[config.mk]
export PLATFORM = sky130hd
export DESIGN_NAME = spi_chain_io
export DESIGN_NICKNAME = d
export VERILOG_FILES = /design/src/rtl/spi_io_pkg.sv /design/src/rtl/spi_startup.sv /design/src/rtl/spi_shift_core.sv /design/src/rtl/spi_io_regs.sv /design/src/rtl/spi_chain_io.sv
export SDC_FILE = /design/constraint.sdc
export NUM_CORES = 1
export LEC_CHECK = 0
export ABC_AREA = 0
export CAP_MARGIN = 20
export CORE_ASPECT_RATIO = 0.9
export CORE_MARGIN = 2
export CORE_UTILIZATION = 63
export DETAILED_ROUTE_END_ITERATION = 8
export GPL_TIMING_DRIVEN = 0
export PLACE_DENSITY = 0.84
export SETUP_SLACK_MARGIN = 0.4
export SLEW_MARGIN = 20
export SYNTH_ARGS = -nofsm -noshare
export SYNTH_HDL_FRONTEND = slang
export SYNTH_HIERARCHICAL = 1
export SYNTH_SLANG_ARGS = --single-unit
[constraint.sdc]
create_clock -name clk -period 2.7 [get_ports clk]
set_input_delay 0.405 -clock clk [delete_from_list [all_inputs] [get_ports clk]]
set_output_delay 0.405 -clock clk [all_outputs]
set_load 0.02 [all_outputs]
[src/rtl/spi_io_pkg.sv]
package spi_io_pkg;
    localparam int OPW = 8;

    localparam logic [OPW-1:0] OP_NOP     = 8'h00;
    localparam logic [OPW-1:0] OP_WRITE   = 8'h01;
    localparam logic [OPW-1:0] OP_RD_STAT = 8'h02;
    localparam logic [OPW-1:0] OP_RD_IRQ  = 8'h03;
    localparam logic [OPW-1:0] OP_LOAD    = 8'h05;
    localparam logic [OPW-1:0] OP_SYNC    = 8'h10;

    typedef enum logic [1:0] {
        ST_WAIT = 2'd0,
        ST_LOAD = 2'd1,
        ST_RUN  = 2'd2
    } boot_state_e;
endpackage

[src/rtl/spi_startup.sv]
module spi_startup
    import spi_io_pkg::*;
#(
    parameter int BOOT_WINDOW = 3750,
    parameter int LOAD_CYCLES = 2000
) (
    input  logic       clk,
    input  logic       rst_n,
    input  logic       ncs_i,
    input  logic       load_start_i,
    output logic       ready_o,
    output logic       busy_o,
    output logic [1:0] crc_err_o
);
    localparam int MAXC = (BOOT_WINDOW > LOAD_CYCLES) ? BOOT_WINDOW : LOAD_CYCLES;
    localparam int CW   = $clog2(MAXC + 1);
    localparam logic [CW-1:0] WIN_LAST  = CW'(BOOT_WINDOW - 1);
    localparam logic [CW-1:0] LOAD_LAST = CW'(LOAD_CYCLES - 1);

    typedef struct packed {
        boot_state_e   state;
        logic [CW-1:0] cnt;
        logic          hbusy;
        logic [1:0]    crc;
    } boot_t;

    boot_t q, d;

    always_comb begin
        d = q;
        unique case (q.state)
            ST_WAIT: begin
                if (q.cnt == WIN_LAST) begin
                    d.cnt = '0;
                    if (!ncs_i) begin
                        d.state = ST_RUN;
                        d.crc   = 2'b11;
                    end else begin
                        d.state = ST_LOAD;
                    end
                end else begin
                    d.cnt = q.cnt + 1'b1;
                end
            end
            ST_LOAD: begin
                if (q.cnt == LOAD_LAST) begin
                    d.cnt   = '0;
                    d.state = ST_RUN;
                    d.crc   = 2'b00;
                end else begin
                    d.cnt = q.cnt + 1'b1;
                end
            end
            default: begin
                if (q.hbusy) begin
                    if (q.cnt == LOAD_LAST) begin
                        d.hbusy = 1'b0;
                        d.cnt   = '0;
                        d.crc   = 2'b00;
                    end else begin
                        d.cnt = q.cnt + 1'b1;
                    end
                end else if (load_start_i) begin
                    d.hbusy = 1'b1;
                    d.cnt   = '0;
                end
            end
        endcase
    end

    always_ff @(posedge clk or negedge rst_n) begin
        if (!rst_n) begin
            q.state <= ST_WAIT;
            q.cnt   <= '0;
            q.hbusy <= 1'b0;
            q.crc   <= 2'b00;
        end else begin
            q <= d;
        end
    end

    assign ready_o   = (q.state == ST_RUN);
    assign busy_o    = (q.state == ST_LOAD) || q.hbusy;
    assign crc_err_o = q.crc;

    AST_READY_STICKY: assert property (@(posedge clk) disable iff (!rst_n)
        ready_o |=> ready_o);

    AST_QUICK_CRC: assert property (@(posedge clk) disable iff (!rst_n)
        (q.state == ST_RUN) && $past(q.state == ST_WAIT) |-> (q.crc == 2'b11) && !$past(ncs_i));
endmodule

[src/rtl/spi_shift_core.sv]
module spi_shift_core
    import spi_io_pkg::*;
#(
    parameter int NCH = 8
) (
    input  logic                 clk,
    input  logic                 rst_n,
    input  logic                 sclk_i,
    input  logic                 ncs_i,
    input  logic                 sdi_i,
    input  logic                 ready_i,
    input  logic [OPW-1:0]       hdr_i,
    input  logic [NCH-1:0]       din_i,
    input  logic [NCH-1:0]       stat_i,
    input  logic [NCH-1:0]       irq_i,
    output logic                 sdo_o,
    output logic                 irq_take_o,
    output logic                 done_o,
    output logic [OPW+NCH-1:0]   word_o
);
    localparam int FRAME = OPW + NCH;
    localparam int CW    = $clog2(FRAME);
    localparam logic [CW-1:0] BIT_LAST = CW'(FRAME - 1);
    localparam logic [CW-1:0] OP_LAST  = CW'(OPW - 1);

    typedef struct packed {
        logic             sclk;
        logic             ncs;
        logic             active;
        logic             first;
        logic             any;
        logic [CW-1:0]    bitcnt;
        logic [FRAME-1:0] sh;
        logic             sdo;
        logic             done;
        logic [FRAME-1:0] word;
    } shift_t;

    shift_t q, d;
    logic             ncs_fall, ncs_rise, sclk_rise, sclk_fall;
    logic [FRAME-1:0] shifted;
    logic [OPW-1:0]   opcode;

    always_comb begin
        d          = q;
        d.sclk     = sclk_i;
        d.ncs      = ncs_i;
        d.done     = 1'b0;
        irq_take_o = 1'b0;
        ncs_fall   = q.ncs & ~ncs_i;
        ncs_rise   = ~q.ncs & ncs_i;
        sclk_rise  = ~q.sclk & sclk_i;
        sclk_fall  = q.sclk & ~sclk_i;
        shifted    = {q.sh[FRAME-2:0], sdi_i};
        opcode     = {q.sh[OPW-2:0], sdi_i};

        if (ncs_fall && ready_i) begin
            d.active = 1'b1;
            d.first  = 1'b1;
            d.any    = 1'b0;
            d.bitcnt = '0;
            d.sh     = {hdr_i, din_i};
            d.sdo    = hdr_i[OPW-1];
        end else if (q.active) begin
            if (ncs_rise) begin
                d.active = 1'b0;
                d.sdo    = 1'b0;
                if (q.any && (q.bitcnt == '0)) begin
                    d.done = 1'b1;
                    d.word = q.sh;
                end
            end else begin
                if (sclk_rise) begin
                    d.any = 1'b1;
                    if (q.bitcnt == BIT_LAST) begin
                        d.bitcnt = '0;
                        d.first  = 1'b0;
                    end else begin
                        d.bitcnt = q.bitcnt + 1'b1;
                    end
                    if (q.first && (q.bitcnt == OP_LAST)) begin
                        if (opcode == OP_RD_STAT) begin
                            shifted[FRAME-1 -: NCH] = stat_i;
                        end else if (opcode == OP_RD_IRQ) begin
                            shifted[FRAME-1 -: NCH] = irq_i;
                            irq_take_o = 1'b1;
                        end
                    end
                    d.sh = shifted;
                end
                if (sclk_fall) begin
                    d.sdo = q.sh[FRAME-1];
                end
            end
        end
    end

    always_ff @(posedge clk or negedge rst_n) begin
        if (!rst_n) begin
            q.sclk   <= 1'b0;
            q.ncs    <= 1'b1;
            q.active <= 1'b0;
            q.first  <= 1'b0;
            q.any    <= 1'b0;
            q.bitcnt <= '0;
            q.sh     <= '0;
            q.sdo    <= 1'b0;
            q.done   <= 1'b0;
            q.word   <= '0;
        end else begin
            q <= d;
        end
    end

    assign sdo_o  = q.sdo;
    assign done_o = q.done;
    assign word_o = q.word;

    AST_UNREADY_QUIET: assert property (@(posedge clk) disable iff (!rst_n)
        !ready_i |=> !q.active && !q.sdo);

    AST_DONE_ON_RISE: assert property (@(posedge clk) disable iff (!rst_n)
        done_o |-> q.ncs && !$past(q.ncs));
endmodule

[src/rtl/spi_io_regs.sv]
module spi_io_regs
    import spi_io_pkg::*;
#(
    parameter int NCH = 8
) (
    input  logic               clk,
    input  logic               rst_n,
    input  logic               done_i,
    input  logic [OPW+NCH-1:0] word_i,
    input  logic               irq_take_i,
    input  logic [NCH-1:0]     din_i,
    output logic [NCH-1:0]     dout_o,
    output logic [NCH-1:0]     sync_o,
    output logic [NCH-1:0]     irq_o,
    output logic               load_start_o
);
    localparam int FRAME = OPW + NCH;

    typedef struct packed {
        logic [NCH-1:0] dout;
        logic [NCH-1:0] sync;
        logic [NCH-1:0] irq;
        logic [NCH-1:0] din_prev;
        logic           load;
    } regs_t;

    regs_t q, d;
    logic [OPW-1:0] op;
    logic [NCH-1:0] data;

    always_comb begin
        d          = q;
        op         = word_i[FRAME-1 -: OPW];
        data       = word_i[NCH-1:0];
        d.sync     = '0;
        d.load     = 1'b0;
        d.din_prev = din_i;
        d.irq      = (irq_take_i ? '0 : q.irq) | (din_i ^ q.din_prev);
        if (done_i) begin
            unique case (op)
                OP_WRITE: d.dout = data;
                OP_SYNC:  d.sync = data;
                OP_LOAD:  d.load = 1'b1;
                default:  ;
            endcase
        end
    end

    always_ff @(posedge clk or negedge rst_n) begin
        if (!rst_n) begin
            q.dout     <= '0;
            q.sync     <= '0;
            q.irq      <= '0;
            q.din_prev <= '0;
            q.load     <= 1'b0;
        end else begin
            q <= d;
        end
    end

    assign dout_o       = q.dout;
    assign sync_o       = q.sync;
    assign irq_o        = q.irq;
    assign load_start_o = q.load;

    AST_DOUT_HOLD: assert property (@(posedge clk) disable iff (!rst_n)
        !done_i |=> $stable(dout_o));

    AST_SYNC_ONE_PULSE: assert property (@(posedge clk) disable iff (!rst_n)
        (|sync_o) |=> (sync_o == '0));
endmodule

[src/rtl/spi_chain_io.sv]
module spi_chain_io
    import spi_io_pkg::*;
#(
    parameter int NCH         = 8,
    parameter int BOOT_WINDOW = 3750,
    parameter int LOAD_CYCLES = 2000
) (
    input  logic           clk,
    input  logic           rst_n,
    input  logic           sclk,
    input  logic           ncs,
    input  logic           sdi,
    output logic           sdo,
    input  logic [NCH-1:0] din,
    output logic [NCH-1:0] dout,
    output logic [NCH-1:0] sync,
    output logic           ready
);
    localparam int FRAME = OPW + NCH;

    logic             busy, load_start, done, irq_take;
    logic [1:0]       crc_err;
    logic [OPW-1:0]   hdr;
    logic [FRAME-1:0] word;
    logic [NCH-1:0]   irq_flags;

    assign hdr = {1'b1, busy, crc_err, {(OPW-4){1'b0}}};

    spi_startup #(
        .BOOT_WINDOW (BOOT_WINDOW),
        .LOAD_CYCLES (LOAD_CYCLES)
    ) u_startup (
        .clk          (clk),
        .rst_n        (rst_n),
        .ncs_i        (ncs),
        .load_start_i (load_start),
        .ready_o      (ready),
        .busy_o       (busy),
        .crc_err_o    (crc_err)
    );

    spi_shift_core #(
        .NCH (NCH)
    ) u_shift (
        .clk        (clk),
        .rst_n      (rst_n),
        .sclk_i     (sclk),
        .ncs_i      (ncs),
        .sdi_i      (sdi),
        .ready_i    (ready),
        .hdr_i      (hdr),
        .din_i      (din),
        .stat_i     (dout),
        .irq_i      (irq_flags),
        .sdo_o      (sdo),
        .irq_take_o (irq_take),
        .done_o     (done),
        .word_o     (word)
    );

    spi_io_regs #(
        .NCH (NCH)
    ) u_regs (
        .clk          (clk),
        .rst_n        (rst_n),
        .done_i       (done),
        .word_i       (word),
        .irq_take_i   (irq_take),
        .din_i        (din),
        .dout_o       (dout),
        .sync_o       (sync),
        .irq_o        (irq_flags),
        .load_start_o (load_start)
    );
endmodule

==> flow_summary_export.csv <==
group,metric,value,unit
routing,wire_per_inst,15.7,µm
cts,cts_tree,"built",
cts,cts_num_sinks,92,
synthesis,synthAdderAreaFrac,1.11,%
setup_path,endpoint_kind,"output pin",
timing,timing.setup.tns,0,ns
synthesis,synth-edff-count,0,
synthesis,syn_inst,413,
place,portBuffers,29,
routing,drtIter0Drc,245,
floorplan,die_y,84.4,µm
timing,period_needed,2.15,ns
synthesis,synth_compound_area_share,8.82,%
finish,mostFrequentLayoutCell,"dfrtp_1",
cts,numCtsBuffers,9,
floorplan,core_region_area,7000,µm²
setup_path,worstPathArrival,1.75,ns
floorplan,die_area,7870,µm²
synthesis,ys_seq_elements,92,
setup_path,critPathMaxFanout,8,
cts,clk_latency,0.36,ns
synthesis,yosysWarningCount,6,
timing,max_freq,0.464,GHz
timing,rsz0062_at_grt,"false",
timing,tightestPinTransition,0.688,ns
finish,area_growth,14.5,%
floorplan,io_pins,31,
cts,cts_setup_buffers,0,
timing,final-hold-violation-count,0,
place,placed_cells,540,
global_route,grt_overflow,0,
setup_path,path_class,"register to output pin",
power,leakage,2.49,nW
setup_path,cp-start-kind,"register",
timing,post-route-period-util,79.8,%
synthesis,yosysUniqueCellTypes,61,
worst_hold_path,hp-class,"primary input to register",
routing,wl_met1,4.09,mm
cts,clk_pin_slew,0.09,ns
routing,dr.pass1.iters,4,
synthesis,async_reset_ff_share,100,%
global_route,antenna_found_initial,0,
synthesis,syn_area,4520,µm²
finish,drive_gt1_share,22.5,%
timing,maxSlewViolCount,0,
synthesis,synthXorXnorAreaFrac,2.90,%
place,place_hpwl,6.16,mm
synthesis,seq_area_frac_synth,50.9,%
floorplan,rows,29,
routing,postRouteAntennaNets,0,
routing,met2_length,4.09,mm
floorplan,die_w,93.3,µm
timing,setup_violations,0,
flow_run,cap_violations,0,
global_route,grt_pass1_vias,2980,
cts,cts_root_buf,"clkbuf_8",
routing,wl,8.71,mm
routing,drcViolationCount,0,
finish,n_antenna_cell,0,
timing,skew,0.00573,ns
finish,fin_nets,476,
global_route,grt_max_degree,53,
finish,mostFrequentLayoutCells,"dfrtp_1, buf_4, nand2_1, clkdlybuf4s50_1, nor2_1",
status,status,"complete, no violations",
synthesis,yosys.area_share.simple,16.7,%
finish,layout.cells.non_filler,556,
timing,relSlewSlack,53.8,%
global_route,grtUsageTotal,24.1,%
synthesis,synthMuxAreaShare,8.93,%
power,peakVddDrop,0.285,mV
place,finalWeightedCongestion,0.880,
cts,clockBufferDepth,2,
cts,htree_levels,3,
routing,maxUsedRoutingLayer,"met4",
synthesis,synth_top_family_by_area,"simple AND/OR/NAND/NOR gates",
synthesis,ys.flop_type,"dfrtp_1",
synthesis,synth.avg_cell_area,11.0,µm²
routing,route.vias.total,3069,
routing,post_drt_via_cell_ratio,5.52,
global_route,grt_first_pass_wirelength,14.6,mm
floorplan,initial_core_util,64.6,%
power,p_per_area,459,nW/µm²
routing,routed-wl-met3,369,µm
setup_path,cp.required,2.30,ns
-- worst max-delay path, stage by stage, from the launching register on --
cell	delay, ns
dfrtp_1	0.36
clkbuf_1	0.19
nor2_2	0.21
clkdlybuf4s50_1	0.63
-- sequential cells by signal, indices dropped and copies added, names as in the netlist, 7 cells and up --
signal / flops
u_regs/dout_o: 8
u_regs/irq_o: 8
u_regs/q: 8
u_regs/sync_o: 8
u_shift/opcode: 7
u_shift/q: 18
u_shift/word_o: 16
u_startup/q: 15
-- layer usage --
metal | vias to the layer above | global-route usage, %
li1 | 1479 | -
met1 | 1502 | 35.3
met2 | 75 | 35.6
met3 | 13 | 5.75
met4 | 0 | 8.16
met5 | - | 0
-- synth_stat cells, types with 2 or more instances --
| library cell | instances | area, µm² |
|---|---|---|
| a21o_1 | 3 | 22.5 |
| a21oi_1 | 5 | 25.0 |
| a2bb2oi_1 | 8 | 70.1 |
| a31oi_1 | 11 | 68.8 |
| and2_1 | 8 | 50.1 |
| and3_1 | 2 | 12.5 |
| and3b_1 | 2 | 17.5 |
| and4_1 | 2 | 17.5 |
| and4b_1 | 2 | 20.0 |
| and4bb_2 | 2 | 25.0 |
| buf_2 | 6 | 30.0 |
| buf_4 | 42 | 315 |
| buf_6 | 3 | 33.8 |
| clkbuf_1 | 4 | 15.0 |
| conb_1 | 2 | 7.51 |
| dfrtp_1 | 91 | 2280 |
| ha_1 | 4 | 50.1 |
| inv_1 | 17 | 63.8 |
| mux2_1 | 7 | 78.8 |
| mux2_2 | 8 | 90.1 |
| mux2_4 | 9 | 135 |
| mux2i_1 | 10 | 100 |
| nand2_1 | 40 | 150 |
| nand2b_1 | 3 | 18.8 |
| nand3_1 | 8 | 40.0 |
| nand4_1 | 6 | 37.5 |
| nand4_2 | 2 | 25.0 |
| nor2_1 | 22 | 82.6 |
| nor2b_1 | 2 | 12.5 |
| nor3_1 | 4 | 20.0 |
| nor3b_1 | 3 | 22.5 |
| nor4_1 | 2 | 12.5 |
| o211ai_1 | 7 | 52.6 |
| o21ai_0 | 14 | 70.1 |
| o21ai_1 | 3 | 15.0 |
| or3_1 | 10 | 62.6 |
| or4_4 | 2 | 22.5 |
| xnor2_1 | 14 | 123 |
-- report_power, final --
group	switching, mW	total (mW)	internal (mW)	leakage, nW
registers	0.00431	1.39	1.39	1.19
clock network	0.455	0.898	0.443	0.0979
logic	0.0516	0.0883	0.0367	1.20
total	0.511	2.38	1.86	2.49
-- logic make-up after synthesis --
family	Yosys count
compound gates	59
mux	34
buf+inv	75
fa+ha+maj	4
flops	92
xor+xnor	15
other cells	2
simple gates	132
-- metrics by stage --
stage	utilization [%]	hold WS, ns	area (µm²)	setup slack, ns	power, mW
after CTS	73.9	0.433	5170	0.493	2.40
after global placement	70.6	0.472	4940	-2.07	1.50
after detailed placement	71.0	0.346	4970	0.164	1.51
after floorplan	-	0.109	4540	0.845	1.44
after global routing	74.0	0.449	5180	0.421	2.47
final	74.0	0.446	5180	0.546	2.38
-- path summary, 6_finish.rpt --
| kind | endpoint | slack [ns] | cells past startpoint | from |
|---|---|---|---|---|
| min in group asynchronous | u_regs/load_start_o | 0.52 | 2 | rst_n |
| hold reg to reg | u_shift/word_o[0] | 0.50 | 1 | u_shift/word_o[0] |
| setup / recovery | ready | 0.55 | 3 | u_startup/q[15] |
| hold / removal | u_shift/opcode[1] | 0.45 | 3 | sdi |
| setup reg to reg | u_regs/irq_o[0] | 0.59 | 7 | u_startup/q[15] |
| max in group asynchronous | u_regs/q[4] | 1.61 | 3 | rst_n |
-- repair_timing --
item	4_1_cts	5_1_grt
endpoints found under the hold margin	39	0
endpoints found under the setup margin	0	9
hold buffers	1	0
gates resized for setup	0	2
-- cell type report --
type	instances	area, µm²
flip-flops and latches	92	2300
well taps	93	116
fillers	463	1820
multi-input cells	250	1770
clock inverters	5	52.6
repair buffers	31	329
inverters	18	67.6
clock buffers	10	138
plain buffers	57	403
(Power assumes the default switching activity.)
